[src/rtl/pqm_pkg.sv]
package pqm_pkg;
  typedef enum logic [1:0] {
    PQ_IDLE  = 2'd0,
    PQ_CLASS = 2'd1,
    PQ_QUEUE = 2'd2
  } pq_state_e;

  typedef enum logic [1:0] {
    PQ_OK     = 2'd0,
    PQ_RANGE  = 2'd1,
    PQ_STRICT = 2'd2,
    PQ_WEIGHT = 2'd3
  } pq_err_e;
endpackage

[src/rtl/pqm_range_mask.sv]
module pqm_range_mask #(
  parameter int N_QUEUE = 8,
  localparam int OFF_W = $clog2(N_QUEUE),
  localparam int CNT_W = $clog2(N_QUEUE + 1)
) (
  input  logic [OFF_W-1:0]   off,
  input  logic [CNT_W-1:0]   cnt,
  output logic [N_QUEUE-1:0] qmask,
  output logic               overrun
);
  localparam int SUM_W = CNT_W + 1;

  logic [SUM_W-1:0] lim;
  assign lim     = SUM_W'(off) + SUM_W'(cnt);
  assign overrun = lim > SUM_W'(N_QUEUE);

  for (genvar q = 0; q < N_QUEUE; q++) begin : g_bit
    assign qmask[q] = (SUM_W'(q) >= SUM_W'(off)) && (SUM_W'(q) < lim);
  end
endmodule

[src/rtl/pqm_weight_pick.sv]
module pqm_weight_pick #(
  parameter int N_QUEUE = 8,
  parameter int W_W     = 8,
  localparam int IDX_W  = $clog2(N_QUEUE)
) (
  input  logic [N_QUEUE*W_W-1:0] weights,
  input  logic [IDX_W-1:0]       idx,
  output logic [W_W-1:0]         w
);
  logic [W_W-1:0] tbl [N_QUEUE];

  for (genvar i = 0; i < N_QUEUE; i++) begin : g_tbl
    assign tbl[i] = weights[i*W_W +: W_W];
  end

  assign w = tbl[idx];
endmodule

[src/rtl/pqm_walker.sv]
module pqm_walker
  import pqm_pkg::*;
#(
  parameter int N_CLASS = 8,
  parameter int N_QUEUE = 8,
  parameter int W_W     = 8,
  localparam int OFF_W  = $clog2(N_QUEUE),
  localparam int CNT_W  = $clog2(N_QUEUE + 1),
  localparam int NC_W   = $clog2(N_CLASS + 1),
  localparam int CI_W   = $clog2(N_CLASS)
) (
  input  logic                     clk,
  input  logic                     rst,
  input  logic                     start,
  input  logic [N_CLASS-1:0]       cls_bits,
  input  logic [NC_W-1:0]          n_cls,
  input  logic [N_CLASS*OFF_W-1:0] offs,
  input  logic [N_CLASS*CNT_W-1:0] cnts,
  input  logic                     strict,
  input  logic [N_QUEUE*W_W-1:0]   weights,
  output logic                     busy,
  output logic                     done,
  output logic                     err,
  output logic [1:0]               err_code,
  output logic [CI_W-1:0]          err_class,
  output logic [N_QUEUE-1:0]       mask
);
  pq_state_e state;

  logic [N_CLASS-1:0]       bits_q;
  logic [NC_W-1:0]          ncls_q;
  logic [N_CLASS*OFF_W-1:0] off_q;
  logic [N_CLASS*CNT_W-1:0] cnt_q;
  logic                     strict_q;
  logic [N_QUEUE*W_W-1:0]   wts_q;
  logic [NC_W-1:0]          tc;
  logic [CNT_W-1:0]         qi;
  logic [W_W-1:0]           ref_w;
  logic [N_QUEUE-1:0]       acc;

  logic [OFF_W-1:0] off_a [N_CLASS];
  logic [CNT_W-1:0] cnt_a [N_CLASS];

  for (genvar gi = 0; gi < N_CLASS; gi++) begin : g_cfg
    assign off_a[gi] = off_q[gi*OFF_W +: OFF_W];
    assign cnt_a[gi] = cnt_q[gi*CNT_W +: CNT_W];
  end

  logic [CI_W-1:0]    cur_idx;
  logic [OFF_W-1:0]   cur_off;
  logic [CNT_W-1:0]   cur_cnt;
  logic [N_QUEUE-1:0] rmask;
  logic               overrun;
  logic [OFF_W-1:0]   pick_idx;
  logic [W_W-1:0]     pick_w;
  logic [NC_W-1:0]    n_cls_clamped;

  assign cur_idx  = tc[CI_W-1:0];
  assign cur_off  = off_a[cur_idx];
  assign cur_cnt  = cnt_a[cur_idx];
  assign pick_idx = cur_off + ((state == PQ_QUEUE) ? qi[OFF_W-1:0] : OFF_W'(0));
  assign n_cls_clamped = (n_cls > NC_W'(N_CLASS)) ? NC_W'(N_CLASS) : n_cls;

  pqm_range_mask #(.N_QUEUE(N_QUEUE)) u_range (
    .off     (cur_off),
    .cnt     (cur_cnt),
    .qmask   (rmask),
    .overrun (overrun)
  );

  pqm_weight_pick #(.N_QUEUE(N_QUEUE), .W_W(W_W)) u_pick (
    .weights (wts_q),
    .idx     (pick_idx),
    .w       (pick_w)
  );

  assign busy = (state != PQ_IDLE);

  always_ff @(posedge clk) begin
    if (rst) begin
      state     <= PQ_IDLE;
      bits_q    <= '0;
      ncls_q    <= '0;
      off_q     <= '0;
      cnt_q     <= '0;
      strict_q  <= 1'b0;
      wts_q     <= '0;
      tc        <= '0;
      qi        <= '0;
      ref_w     <= '0;
      acc       <= '0;
      done      <= 1'b0;
      err       <= 1'b0;
      err_code  <= PQ_OK;
      err_class <= '0;
      mask      <= '0;
    end else begin
      done <= 1'b0;
      case (state)
        PQ_IDLE: begin
          if (start) begin
            bits_q   <= cls_bits;
            ncls_q   <= n_cls_clamped;
            off_q    <= offs;
            cnt_q    <= cnts;
            strict_q <= strict;
            wts_q    <= weights;
            tc       <= '0;
            qi       <= '0;
            acc      <= '0;
            state    <= PQ_CLASS;
          end
        end
        PQ_CLASS: begin
          if (bits_q == '0 || tc == ncls_q) begin
            state     <= PQ_IDLE;
            done      <= 1'b1;
            err       <= 1'b0;
            err_code  <= PQ_OK;
            err_class <= '0;
            mask      <= acc;
          end else if (overrun) begin
            state     <= PQ_IDLE;
            done      <= 1'b1;
            err       <= 1'b1;
            err_code  <= PQ_RANGE;
            err_class <= cur_idx;
          end else begin
            if (bits_q[cur_idx]) acc <= acc | rmask;
            if (cur_cnt <= CNT_W'(1)) begin
              tc <= tc + NC_W'(1);
            end else if (strict_q) begin
              state     <= PQ_IDLE;
              done      <= 1'b1;
              err       <= 1'b1;
              err_code  <= PQ_STRICT;
              err_class <= cur_idx;
            end else begin
              ref_w <= pick_w;
              qi    <= CNT_W'(1);
              state <= PQ_QUEUE;
            end
          end
        end
        PQ_QUEUE: begin
          if (pick_w != ref_w) begin
            state     <= PQ_IDLE;
            done      <= 1'b1;
            err       <= 1'b1;
            err_code  <= PQ_WEIGHT;
            err_class <= cur_idx;
          end else if (qi == cur_cnt - CNT_W'(1)) begin
            tc    <= tc + NC_W'(1);
            state <= PQ_CLASS;
          end else begin
            qi <= qi + CNT_W'(1);
          end
        end
        default: state <= PQ_IDLE;
      endcase
    end
  end

  assert_done_pulse_R9: assert property (@(posedge clk) disable iff (rst)
    done |=> !done);

  assert_done_ends_walk_R9: assert property (@(posedge clk) disable iff (rst)
    done |-> (!busy && $past(busy)));

  assert_err_class_bound_R11: assert property (@(posedge clk) disable iff (rst)
    (done && err) |-> (NC_W'(err_class) < ncls_q));

  assert_zero_map_R5: assert property (@(posedge clk) disable iff (rst)
    (done && bits_q == '0) |-> (!err && mask == '0));

  assert_acc_grows_R10: assert property (@(posedge clk) disable iff (rst)
    (busy && $past(busy)) |-> ((acc & $past(acc)) == $past(acc)));

  assert_strict_cause_R3: assert property (@(posedge clk) disable iff (rst)
    (done && err_code == PQ_STRICT) |-> strict_q);
endmodule

[src/rtl/pq_mask_mapper.sv]
module pq_mask_mapper #(
  parameter int N_CLASS   = 8,
  parameter int N_QUEUE   = 8,
  parameter int W_W       = 8,
  parameter int REG_W     = 32,
  parameter int FIELD_LSB = 8,
  localparam int OFF_W    = $clog2(N_QUEUE),
  localparam int CNT_W    = $clog2(N_QUEUE + 1),
  localparam int NC_W     = $clog2(N_CLASS + 1),
  localparam int CI_W     = $clog2(N_CLASS)
) (
  input  logic                     clk,
  input  logic                     rst,
  input  logic                     start,
  input  logic [N_CLASS-1:0]       class_bits,
  input  logic [NC_W-1:0]          num_classes,
  input  logic [N_CLASS*OFF_W-1:0] range_off,
  input  logic [N_CLASS*CNT_W-1:0] range_cnt,
  input  logic                     strict_prio,
  input  logic [N_QUEUE*W_W-1:0]   queue_weight,
  input  logic [REG_W-1:0]         reg_in,
  output logic                     busy,
  output logic                     done,
  output logic                     err,
  output logic [1:0]               err_code,
  output logic [CI_W-1:0]          err_class,
  output logic                     reg_we,
  output logic [REG_W-1:0]         reg_out
);
  localparam logic [REG_W-1:0] FIELD_MASK = REG_W'({N_QUEUE{1'b1}}) << FIELD_LSB;

  logic [REG_W-1:0]   hold_q;
  logic [N_QUEUE-1:0] qmask;

  pqm_walker #(.N_CLASS(N_CLASS), .N_QUEUE(N_QUEUE), .W_W(W_W)) u_walk (
    .clk       (clk),
    .rst       (rst),
    .start     (start),
    .cls_bits  (class_bits),
    .n_cls     (num_classes),
    .offs      (range_off),
    .cnts      (range_cnt),
    .strict    (strict_prio),
    .weights   (queue_weight),
    .busy      (busy),
    .done      (done),
    .err       (err),
    .err_code  (err_code),
    .err_class (err_class),
    .mask      (qmask)
  );

  always_ff @(posedge clk) begin
    if (rst) hold_q <= '0;
    else if (start && !busy) hold_q <= reg_in;
  end

  assign reg_we  = done && !err;
  assign reg_out = (hold_q & ~FIELD_MASK) | (REG_W'(qmask) << FIELD_LSB);

  assert_we_needs_walk_R6: assert property (@(posedge clk) disable iff (rst)
    reg_we |-> $past(busy));
endmodule

[config.mk]
export PLATFORM = sky130hd
export DESIGN_NAME = pq_mask_mapper
export DESIGN_NICKNAME = d
export VERILOG_FILES = /design/src/rtl/pqm_pkg.sv /design/src/rtl/pqm_range_mask.sv /design/src/rtl/pqm_weight_pick.sv /design/src/rtl/pqm_walker.sv /design/src/rtl/pq_mask_mapper.sv
export SDC_FILE = /design/constraint.sdc
export NUM_CORES = 1
export LEC_CHECK = 0
export ABC_AREA = 1
export BUFFER_PORTS_ARGS = -buffer_cell sky130_fd_sc_hd__buf_2
export CAP_MARGIN = 15
export CORE_UTILIZATION = 59
export CTS_CLUSTER_SIZE = 8
export DETAILED_ROUTE_END_ITERATION = 6
export GPL_ROUTABILITY_DRIVEN = 0
export PLACE_DENSITY = 0.86
export SYNTH_ARGS = -nofsm -noshare
export SYNTH_HDL_FRONTEND = slang
export SYNTH_SLANG_ARGS = --single-unit
[constraint.sdc]
create_clock -name clk -period 7.68 [get_ports clk]
set_input_delay 0.384 -clock clk [delete_from_list [all_inputs] [get_ports clk]]
set_output_delay 0.384 -clock clk [all_outputs]
set_load 0.02 [all_outputs]
==> flow_metrics.tcl <==
set metrics [dict create \
    status "complete, no violations" \
    dr_total_vias 9095 \
    first_iter_violations 738 \
    firstDrtPassIters 6 \
    period_share 0.651 \
    worst_pin_slew_ps 929 \
    cts_inserted_buffers 17 \
    final_common_cell "nor2_1" \
    core.rowCount 45 \
    routed_via_density 5.40 \
    syn_area_um2 9260 \
    tns_ps 0 \
    synth_edf_count 0 \
    fmax_ghz 0.200 \
    synth-seq-area-share 0.428 \
    io_pins 209 \
    fin_area_um2 10800 \
    synth_area_leaders "dfxtp_1 (43%), o21ai_0 (11%), nor2_1 (11%)" \
    setup_viol 0 \
    cts_resized 0 \
    cts_max_level 4 \
    regToRegSetupSlack_ps 2680 \
    cts-root-buf "clkbuf_16" \
    ys.warnings.count 0 \
    grt.busiest_layer "met2" \
    clockBufferDepth 2 \
    peakVddDrop_v 0.000221 \
    cts_hold_buf 0 \
    grt_pass1_wl_um 38100 \
    synth-seq-cells 198 \
    synthFlopType "dfxtp_1" \
    critPathKind "reg -> reg" \
    drv_slew 0 \
    synth_area_leader_cell "dfxtp_1" \
    synth.distinct_cells 44 \
    worst_skew_pair.late_latency_ps 440 \
    power_density_nw_per_um2 393 \
    io_buffers 200 \
    grt_use_met2 0.487 \
    hp-class "in -> reg" \
    grt_max_degree 106 \
    route.detailed.drc 0 \
    startpoint_type "register" \
    routed_wl_um 23700 \
    track_usage 0.295 \
    grt_pass1_vias 8127 \
    layout_common_cells "nor2_1 (267), o21ai_0 (209), buf_2 (200)" \
    area_growth_pct 16.4 \
    layout_min_cycle_time_ps 5000 \
    maxCapViolCount 0 \
    cts_num_sinks 198 \
    wl_per_cell_um 14.1 \
    synth_top_area_frac 0.428 \
    ant_nets 0 \
    grt.overflow.total 0 \
    cts_setup_buffers 0 \
    crit_path_end "u_walk.qi[0]$_SDFFE_PP0P_" \
    antenna_found_initial 3 \
    finalHoldViolCount 0 \
    rsz0062_at_grt "no" \
    r2r-end "u_walk.qi[0]$_SDFFE_PP0P_" \
    core-area_um2 15300 \
    dp_hpwl_um 16300 \
    cts_tree "built" \
    worst_clock_skew_ps 8.55 \
    avgSynthCellArea_um2 7.05 \
    r2r_cells 25 \
    die_h_um 127 \
    dieArea_um2 16200 \
    nFillCells 1292 \
    die_w_um 127 \
    syn_inst 1314 \
    maxSlewHeadroom 0.374 \
    cp-startpoint "u_walk.tc[0]$_SDFFE_PP0P_" \
    worstPathRequired_ps 8000 \
    clk_pin_slew_ps 70 \
    crit_fanout 44 \
    p_leak_nw 4.87 \
    drive_above_1_share 0.201 \
    r2r_start "u_walk.tc[0]$_SDFFE_PP0P_" \
    initial_core_util 0.607 \
    use_met3 0.0628 \
    nets 1640 \
    cp-end-kind "register" \
    synth_nets 1496 \
    met1_usage 0.376 \
    place_area_um2 10200 \
    async_flop_share 0 \
    worstPathArrival_ps 5320 \
]
[flip-flops by register name, indices dropped and copies added, names as in the netlist]
name	flops
u_walk.ncls_q	4
u_walk.err_class	3
u_walk.state	2
u_walk.cnt_q	32
u_walk.done	1
u_walk.mask	8
u_walk.wts_q	64
u_walk.tc	4
u_walk.off_q	24
u_walk.bits_q	8
u_walk.strict_q	1
u_walk.acc	8
u_walk.ref_w	8
u_walk.qi	4
u_walk.err_code	2
u_walk.err	1
hold_q	24
[synthesized netlist by cell type (7+ instances only)]
cell	number
a21oi_1	109
nand3_1	56
o211ai_1	14
inv_2	12
inv_1	109
clkbuf_1	56
buf_2	12
a31oi_1	7
nand2_2	16
o21ai_1	15
dfxtp_1	198
nand2_1	143
o21ai_0	209
nor2_1	267
ha_1	12
[power breakdown]
part | leakage, nW | internal [mW] | switching, mW
Clock | 0.263 | 0.479 | 0.388
Sequential | 1.64 | 1.26 | 0.110
Combinational | 2.97 | 0.638 | 1.37
Total | 4.87 | 2.38 | 1.87
[critical path, stage by stage (launching register included)]
cell	delay [ps]
dfxtp_1	300
buf_4	280
inv_6	240
nor2_1	90
o22ai_1	170
inv_1	50
o21ai_0	720
ha_1	270
inv_1	50
fa_1	800
inv_2	330
a21oi_1	200
o21ai_0	100
and2_0	200
inv_1	60
nand2_1	80
nand2_1	90
nand2_1	50
nand2_1	70
nand2_1	90
nor2_4	150
nand2_4	80
nand2_8	100
nand2_2	100
nand3_1	90
o21ai_1	80
[cell type report]
cell class                      count  area, µm²  area share
Antenna cell                        2       5.00    0.000464
Inverter                          123        470      0.0436
Clock buffer                       20        437      0.0405
Multi-Input combinational cell    912       4470       0.415
Sequential cell                   198       3960       0.368
Tap cell                          211        264      0.0245
Timing Repair Buffer              206       1050      0.0970
Clock inverter                     11        126      0.0117
[cells by family after synthesis]
family / share of synthesized area
buf+inv: 0.0905
compound gates: 0.209
fa+ha+maj: 0.0205
simple gates: 0.243
flops: 0.428
xor+xnor: 0.00932
[through the flow]
step           instances  power [mW]  utilization  setup WS, ps  hold slack, ps
2_1_floorplan       1314        2.92            -          3990             420
3_3_place_gp        1650        3.27        0.669          2930             431
3_5_place_dp        1650        3.35        0.669          2850             433
5_1_grt             1683        4.56        0.707          2390             191
4_1_cts             1681        4.23        0.706          2830             188
6_report            1683        4.24        0.707          2680             194
[metal layers]
metal,up-vias,part of all wire
met5,-,0
met4,0,0.024
met3,48,0.072
met2,342,0.47
met1,4149,0.43
li1,4556,-
[worst min path at each step]
stage,startpoint,end,slack [ps],cells past startpoint
detailed placement,u_walk.wts_q[12]$_SDFFE_PP0P_,u_walk.wts_q[12]$_SDFFE_PP0P_,430,2
global route,range_off[0],u_walk.off_q[0]$_SDFFE_PP0P_,190,3
finish,range_cnt[1],u_walk.cnt_q[1]$_SDFFE_PP0P_,190,3
floorplan,u_walk.wts_q[10]$_SDFFE_PP0P_,u_walk.wts_q[10]$_SDFFE_PP0P_,420,2
CTS,num_classes[0],u_walk.ncls_q[0]$_SDFFE_PP0P_,190,3
global placement,u_walk.wts_q[10]$_SDFFE_PP0P_,u_walk.wts_q[10]$_SDFFE_PP0P_,430,2
(Power assumes the default switching activity.)
